==> src/rtl/accel_evt_pkg.sv <==
package accel_evt_pkg;
  localparam int DW      = 8;
  localparam int NAXES   = 3;
  localparam int NPINS   = 2;
  localparam int NDET    = 2;
  localparam int AW      = 4;

  localparam logic [AW-1:0] A_STATUS  = 4'd0;
  localparam logic [AW-1:0] A_PINCTL  = 4'd1;
  localparam logic [AW-1:0] A_DETA_CF = 4'd2;
  localparam logic [AW-1:0] A_DETA_SR = 4'd3;
  localparam logic [AW-1:0] A_DETB_CF = 4'd4;
  localparam logic [AW-1:0] A_DETB_SR = 4'd5;
  localparam logic [AW-1:0] A_CLK_CF  = 4'd6;
  localparam logic [AW-1:0] A_CLK_SR  = 4'd7;
  localparam logic [AW-1:0] A_AXIS0   = 4'd8;

  typedef enum logic [2:0] {
    PSRC_OFF   = 3'd0,
    PSRC_DETA  = 3'd1,
    PSRC_DETB  = 3'd2,
    PSRC_EITH  = 3'd3,
    PSRC_DRDY  = 3'd4,
    PSRC_CLICK = 3'd7
  } pin_src_e;
endpackage

==> src/rtl/axis_status.sv <==
module axis_status
  import accel_evt_pkg::*;
#(
  parameter int LIMIT = 100
) (
  input  logic                       clk,
  input  logic                       rst_n,
  input  logic                       take,
  input  logic [1:0]                 take_axis,
  input  logic [DW-1:0]              take_data,
  input  logic                       clr,
  input  logic [1:0]                 clr_axis,
  output logic [DW-1:0]              status,
  output logic [NAXES-1:0][DW-1:0]   axis_vals
);
  localparam logic signed [DW-1:0] POS_LIM = DW'(LIMIT);
  localparam logic signed [DW-1:0] NEG_LIM = -POS_LIM;

  logic [DW-1:0]        st_q, st_d;
  logic signed [DW-1:0] lim_val;

  always_comb begin
    if ($signed(take_data) > POS_LIM)      lim_val = POS_LIM;
    else if ($signed(take_data) < NEG_LIM) lim_val = NEG_LIM;
    else                                   lim_val = $signed(take_data);
  end

  always_comb begin
    st_d = st_q;
    if (clr && (int'(clr_axis) < NAXES)) begin
      st_d[clr_axis]         = 1'b0;
      st_d[{1'b1, clr_axis}] = 1'b0;
      st_d[3]                = 1'b0;
      st_d[7]                = 1'b0;
    end
    if (take && (int'(take_axis) < NAXES)) begin
      if (st_d[take_axis]) st_d[{1'b1, take_axis}] = 1'b1;
      else                 st_d[take_axis]         = 1'b1;
    end
    if (&st_d[2:0]) st_d[3] = 1'b1;
    if (&st_d[6:4]) st_d[7] = 1'b1;
  end

  always_ff @(posedge clk or negedge rst_n) begin
    if (!rst_n) st_q <= '0;
    else        st_q <= st_d;
  end

  for (genvar g = 0; g < NAXES; g++) begin : g_ax
    always_ff @(posedge clk or negedge rst_n) begin
      if (!rst_n)                                   axis_vals[g] <= '0;
      else if (take && (int'(take_axis) == g))      axis_vals[g] <= lim_val;
    end
  end

  assign status = st_q;
endmodule

==> src/rtl/motion_detector.sv <==
module motion_detector
  import accel_evt_pkg::*;
(
  input  logic          clk,
  input  logic          rst_n,
  input  logic          ev_valid,
  input  logic [1:0]    ev_axis,
  input  logic [DW-1:0] cfg,
  input  logic          clr,
  output logic [DW-1:0] src
);
  logic [DW-1:0] src_q, src_d;
  logic [5:0]    low, mask;
  logic          hit;

  always_comb begin
    mask  = 6'b000010 << {ev_axis, 1'b0};
    src_d = clr ? '0 : src_q;
    low   = src_d[5:0] | mask;
    hit   = cfg[7] ? (low == cfg[5:0]) : (|(low & cfg[5:0]));
    if (ev_valid && (int'(ev_axis) < NAXES))
      src_d = {1'b0, src_d[6] | hit, low};
  end

  always_ff @(posedge clk or negedge rst_n) begin
    if (!rst_n) src_q <= '0;
    else        src_q <= src_d;
  end

  assign src = src_q;
endmodule

==> src/rtl/irq_pin.sv <==
module irq_pin
  import accel_evt_pkg::*;
(
  input  logic          clk,
  input  logic          rst_n,
  input  logic [2:0]    sel,
  input  logic          active_low,
  input  logic [DW-1:0] deta_src,
  input  logic [DW-1:0] deta_cfg,
  input  logic [DW-1:0] detb_src,
  input  logic [DW-1:0] detb_cfg,
  input  logic          drdy,
  input  logic [DW-1:0] click_src,
  input  logic [DW-1:0] click_cfg,
  output logic          pin
);
  logic cond, latch, cond_q, act, pin_q;

  always_comb begin
    cond  = 1'b0;
    latch = 1'b0;
    case (pin_src_e'(sel))
      PSRC_DETA:  begin cond = deta_src[6]; latch = deta_cfg[6]; end
      PSRC_DETB:  begin cond = detb_src[6]; latch = detb_cfg[6]; end
      PSRC_EITH:  begin
        cond  = deta_src[6] | detb_src[6];
        latch = deta_cfg[6] | detb_cfg[6];
      end
      PSRC_DRDY:  begin cond = drdy; latch = 1'b1; end
      PSRC_CLICK: begin cond = click_src[6]; latch = click_cfg[6]; end
      default:    begin cond = 1'b0; latch = 1'b0; end
    endcase
    act = cond & (latch | ~cond_q);
  end

  always_ff @(posedge clk or negedge rst_n) begin
    if (!rst_n) begin
      cond_q <= 1'b0;
      pin_q  <= 1'b0;
    end else begin
      cond_q <= cond;
      pin_q  <= act ^ active_low;
    end
  end

  assign pin = pin_q;
endmodule

==> src/rtl/accel_evt_irq.sv <==
module accel_evt_irq
  import accel_evt_pkg::*;
#(
  parameter int AXIS_LIMIT = 100
) (
  input  logic          clk,
  input  logic          rst_n,
  input  logic          smp_valid,
  output logic          smp_ready,
  input  logic [1:0]    smp_axis,
  input  logic [7:0]    smp_data,
  input  logic          ovt_valid,
  input  logic [1:0]    ovt_axis,
  input  logic          reg_wen,
  input  logic [3:0]    reg_addr,
  input  logic [7:0]    reg_wdata,
  output logic [7:0]    reg_rdata,
  input  logic          axis_rd,
  input  logic [1:0]    axis_rd_sel,
  input  logic          src_rd,
  input  logic [1:0]    src_rd_sel,
  output logic [1:0]    irq
);
  logic                     ready_q;
  logic                     take;
  logic [DW-1:0]            status;
  logic [NAXES-1:0][DW-1:0] axis_vals;
  logic [DW-1:0]            pin_ctl;
  logic [NDET-1:0][DW-1:0]  det_cfg;
  logic [NDET-1:0][DW-1:0]  det_src;
  logic [DW-1:0]            click_cfg, click_src;

  always_ff @(posedge clk or negedge rst_n) begin
    if (!rst_n) ready_q <= 1'b0;
    else        ready_q <= 1'b1;
  end
  assign smp_ready = ready_q;
  assign take      = smp_valid & ready_q;

  axis_status #(.LIMIT(AXIS_LIMIT)) u_status (
    .clk       (clk),
    .rst_n     (rst_n),
    .take      (take),
    .take_axis (smp_axis),
    .take_data (smp_data),
    .clr       (axis_rd),
    .clr_axis  (axis_rd_sel),
    .status    (status),
    .axis_vals (axis_vals)
  );

  always_ff @(posedge clk or negedge rst_n) begin
    if (!rst_n) begin
      pin_ctl   <= '0;
      click_cfg <= '0;
    end else if (reg_wen) begin
      if (reg_addr == A_PINCTL) pin_ctl   <= reg_wdata;
      if (reg_addr == A_CLK_CF) click_cfg <= reg_wdata;
    end
  end

  always_ff @(posedge clk or negedge rst_n) begin
    if (!rst_n)                                  click_src <= '0;
    else if (reg_wen && reg_addr == A_CLK_SR)    click_src <= reg_wdata;
    else if (src_rd && src_rd_sel == 2'd2)       click_src[6] <= 1'b0;
  end

  for (genvar d = 0; d < NDET; d++) begin : g_det
    localparam logic [AW-1:0] CF_ADDR = AW'(A_DETA_CF + 2 * d);
    always_ff @(posedge clk or negedge rst_n) begin
      if (!rst_n)                               det_cfg[d] <= '0;
      else if (reg_wen && reg_addr == CF_ADDR)  det_cfg[d] <= reg_wdata;
    end
    motion_detector u_det (
      .clk      (clk),
      .rst_n    (rst_n),
      .ev_valid (ovt_valid),
      .ev_axis  (ovt_axis),
      .cfg      (det_cfg[d]),
      .clr      (src_rd && (int'(src_rd_sel) == d)),
      .src      (det_src[d])
    );
  end

  for (genvar p = 0; p < NPINS; p++) begin : g_pin
    irq_pin u_pin (
      .clk        (clk),
      .rst_n      (rst_n),
      .sel        (pin_ctl[3*p +: 3]),
      .active_low (pin_ctl[7]),
      .deta_src   (det_src[0]),
      .deta_cfg   (det_cfg[0]),
      .detb_src   (det_src[1]),
      .detb_cfg   (det_cfg[1]),
      .drdy       (status[3]),
      .click_src  (click_src),
      .click_cfg  (click_cfg),
      .pin        (irq[p])
    );
  end

  always_comb begin
    case (reg_addr)
      A_STATUS:  reg_rdata = status;
      A_PINCTL:  reg_rdata = pin_ctl;
      A_DETA_CF: reg_rdata = det_cfg[0];
      A_DETA_SR: reg_rdata = det_src[0];
      A_DETB_CF: reg_rdata = det_cfg[1];
      A_DETB_SR: reg_rdata = det_src[1];
      A_CLK_CF:  reg_rdata = click_cfg;
      A_CLK_SR:  reg_rdata = click_src;
      4'd8:      reg_rdata = axis_vals[0];
      4'd9:      reg_rdata = axis_vals[1];
      4'd10:     reg_rdata = axis_vals[2];
      default:   reg_rdata = '0;
    endcase
  end
endmodule

==> config.mk <==
export PLATFORM = sky130hd
export DESIGN_NAME = accel_evt_irq
export DESIGN_NICKNAME = d
export VERILOG_FILES = /design/src/rtl/accel_evt_pkg.sv /design/src/rtl/axis_status.sv /design/src/rtl/motion_detector.sv /design/src/rtl/irq_pin.sv /design/src/rtl/accel_evt_irq.sv
export SDC_FILE = /design/constraint.sdc
export NUM_CORES = 1
export LEC_CHECK = 0
export BUFFER_PORTS_ARGS = -buffer_cell sky130_fd_sc_hd__buf_2
export CAP_MARGIN = 25
export CORE_MARGIN = 3
export CORE_UTILIZATION = 45
export DETAILED_ROUTE_END_ITERATION = 7
export SLEW_MARGIN = 10
export SYNTH_ARGS = -nofsm -noshare
export SYNTH_HDL_FRONTEND = slang
export SYNTH_SLANG_ARGS = --single-unit
export TNS_END_PERCENT = 20
==> constraint.sdc <==
create_clock -name clk -period 3.3 [get_ports clk]
set_input_delay 0.165 -clock clk [delete_from_list [all_inputs] [get_ports clk]]
set_output_delay 0.165 -clock clk [all_outputs]
set_load 0.02 [all_outputs]
==> metrics.yaml <==
synth:
  synth-seq-cells: 91
  ys_types: 55
  synth_edf_count: 0
  syn_avg_cell_area_sq_um: 10.28
  synthesis.area_sq_um: 4686
  ys_seq_area_share_pct: 48.60
  ys.warnings.count: 0
  synthFlopType: "dfrtp_1"
  syn_nets: 504
  synth_cells: 456
  async_reset_ff_share_pct: 100.0
global_route:
  grt_pass1_wl_microns: 19650
  grt_antenna_before_repair: 0
  grt_use_total_pct: 22.49
  grt_overflow: 0
  grt_pass1_vias: 3516
  grt_max_degree: 45
clock_tree:
  htreeDepth: 3
  worstSkewPairLatency_ns: 0.37
  cts_made_buffers: 9
  cts_setup_buffers: 0
  cts.sinks: 91
  root_buffer: "clkbuf_8"
  cts.path.max_buffers: 2
  cts.reportedPaths.clkPinSlew_ns: 0.09
  cts-resized-gates: 0
  hold_buffers: 1
  tritoncts: "built"
floorplan:
  pin_count: 46
  die_area_sq_um: 11670
  fp.dieW_microns: 108.0
  die_h_microns: 108.0
  rows: 36
  design.core.area_sq_um: 9955
  initial_utilization_pct: 47.07
sta:
  slew_violations: 0
  tns_ns: 0
  hold_viol_final: 0
  finalCritPeriodShare_pct: 71.53
  rsz0062_at_grt: "no"
  worst_pin_slew_ns: 0.8905
  clock_skew_ns: 0.007588
  setup_viol: 0
  timing.fmax_ghz: 0.4236
  slew-limit-headroom_pct: 40.63
  period_minus_slack_ns: 2.361
run:
  drv_cap: 0
final_layout:
  postLayoutCoreUtil_pct: 52.56
  final_common_cell: "dfrtp_1"
  final_cell_mix: "dfrtp_1, nand2_1, o21ai_0, buf_2, mux2_2"
  nets: 540
  num_antenna_cells: 0
  syn2layout_area_growth_pct: 11.67
  drive_gt1_share_pct: 24.75
drt:
  num_vias: 3707
  dr.first_iter.drc_count: 362
  drt_wl_total_microns: 12550
  drc: 0
  avgViaCountPerCell: 5.884
  drt_pass1_iterations: 5
  drtAntennaViolNets: 0
  wl_per_cell_microns: 19.91
worst_setup_path:
  slowest_stage: "nor2_1"
  critPathArrivalTime_ns: 2.20
  cp_slowest_stage_delay_ns: 0.51
  crit_path_end_kind: "output pin"
  crit_path_start_kind: "input port"
  worstSetupPathType: "input port to output pin"
  crit_buf_inv: 3
  path_delay_family: "buffers and inverters"
  cp.required_ns: 3.13
  crit_chain: "buf_2 -> inv_2 -> nor2_1 -> nand3_1 -> a31oi_1 -> a21oi_1 -> o21ai_0 -> buf_2"
  crit_top_cell: "buf_2"
  cp_max_fo: 26
  ff2ff_setup_slack_ns: 1.51
placed_design:
  port_buffers: 45
  dp_hpwl_microns: 9421
  place.gp.congestion: 0.9029
min_path:
  hold_path_class: "input port to register"
status:
  status: "complete, no violations"
power:
  cellPowerDensity_nw_per_um2: 588.3
  vdd_drop_max_mv: 0.2493
  total_power_uw: 3078
  power.leakage_uw: 0.002391
[report_power, final]
group	internal, uW	switching, uW	total (uW)
Combinational	303	339	642
Sequential	1340	223	1560
Clock	470	405	875
[stage by stage]
step | hold slack, ns | setup WS, ns | instances | cell area [sq um]
finish | 0.06260 | 0.9395 | 630 | 5233
global route | 0.08117 | 0.8531 | 630 | 5233
CTS | 0.04583 | 1.062 | 630 | 5233
detailed placement | -0.01740 | 1.064 | 613 | 4987
global placement | -0.01501 | 1.093 | 613 | 4987
floorplan | -0.1306 | 1.568 | 456 | 4686
[Yosys cell counts (7+ instances only)]
library cell,number,area share [%]
a21oi_1,21,2.2
buf_2,11,1.2
clkbuf_1,10,0.80
dfrtp_1,91,49
ha_1,13,3.5
mux2_2,42,10
mux2i_1,11,2.3
nand2_1,75,6.0
nand3_1,10,1.1
nor2_1,23,1.8
nor3_1,7,0.75
o21ai_0,44,4.7
[path summary, 6_finish.rpt]
path | from | cells past startpoint | endpoint
worst min-delay path | ovt_valid | 3 | g_det[0].u_det.src[1]
min in group asynchronous | rst_n | 2 | u_status.status[6]
max in group asynchronous | rst_n | 3 | g_det[0].u_det.src[2]
worst max-delay path | reg_addr[1] | 8 | reg_rdata[6]
worst min register to register | u_status.axis_vals[11] | 2 | u_status.axis_vals[11]
worst max register to register | smp_ready | 4 | u_status.status[7]
[flip-flops by register name, summed over array words and instances (netlist names), 8 cells and up]
signal,cells
det_cfg,16
click_src,8
click_cfg,8
pin_ctl,8
u_status.axis_vals,24
g_det.u_det.src,14
u_status.status,8
[worst register-to-register path, delay by kind of cell, from the launching register on]
kind | cells | cell delay (ns)
AO/OA/AOI/OAI | 2 | 0.54
flip-flops | 1 | 0.38
AND/OR/NAND/NOR | 2 | 0.77
[layer usage]
layer | global-route usage [%] | wire, microns
met5 | 0 | 0
met2 | 32.64 | 5645
met3 | 3.881 | 819
met1 | 33.38 | 5751
met4 | 9.197 | 330
[cell families after synthesis]
kind of cell,synth area share [%]
xor gates and xnor gates,0.3739
and+or+nand+nor,15.97
AOI/OAI and AO/OA,14.21
buffers and inverters,2.937
adders and majority gates,3.471
DFF,48.60
muxes,14.37
other,0.08003
[cell type report]
| type | instances | area [sq um] |
|---|---|---|
| Clock buffer | 11 | 151.4 |
| Clock inverter | 5 | 83.83 |
| Fill cell | 923 | 4722 |
| Inverter | 6 | 22.52 |
| Multi-Input combinational cell | 335 | 2271 |
| Sequential cell | 91 | 2277 |
| Tap cell | 133 | 166.4 |
| Timing Repair Buffer | 49 | 260.3 |
Power figures use the tool's default switching activity.
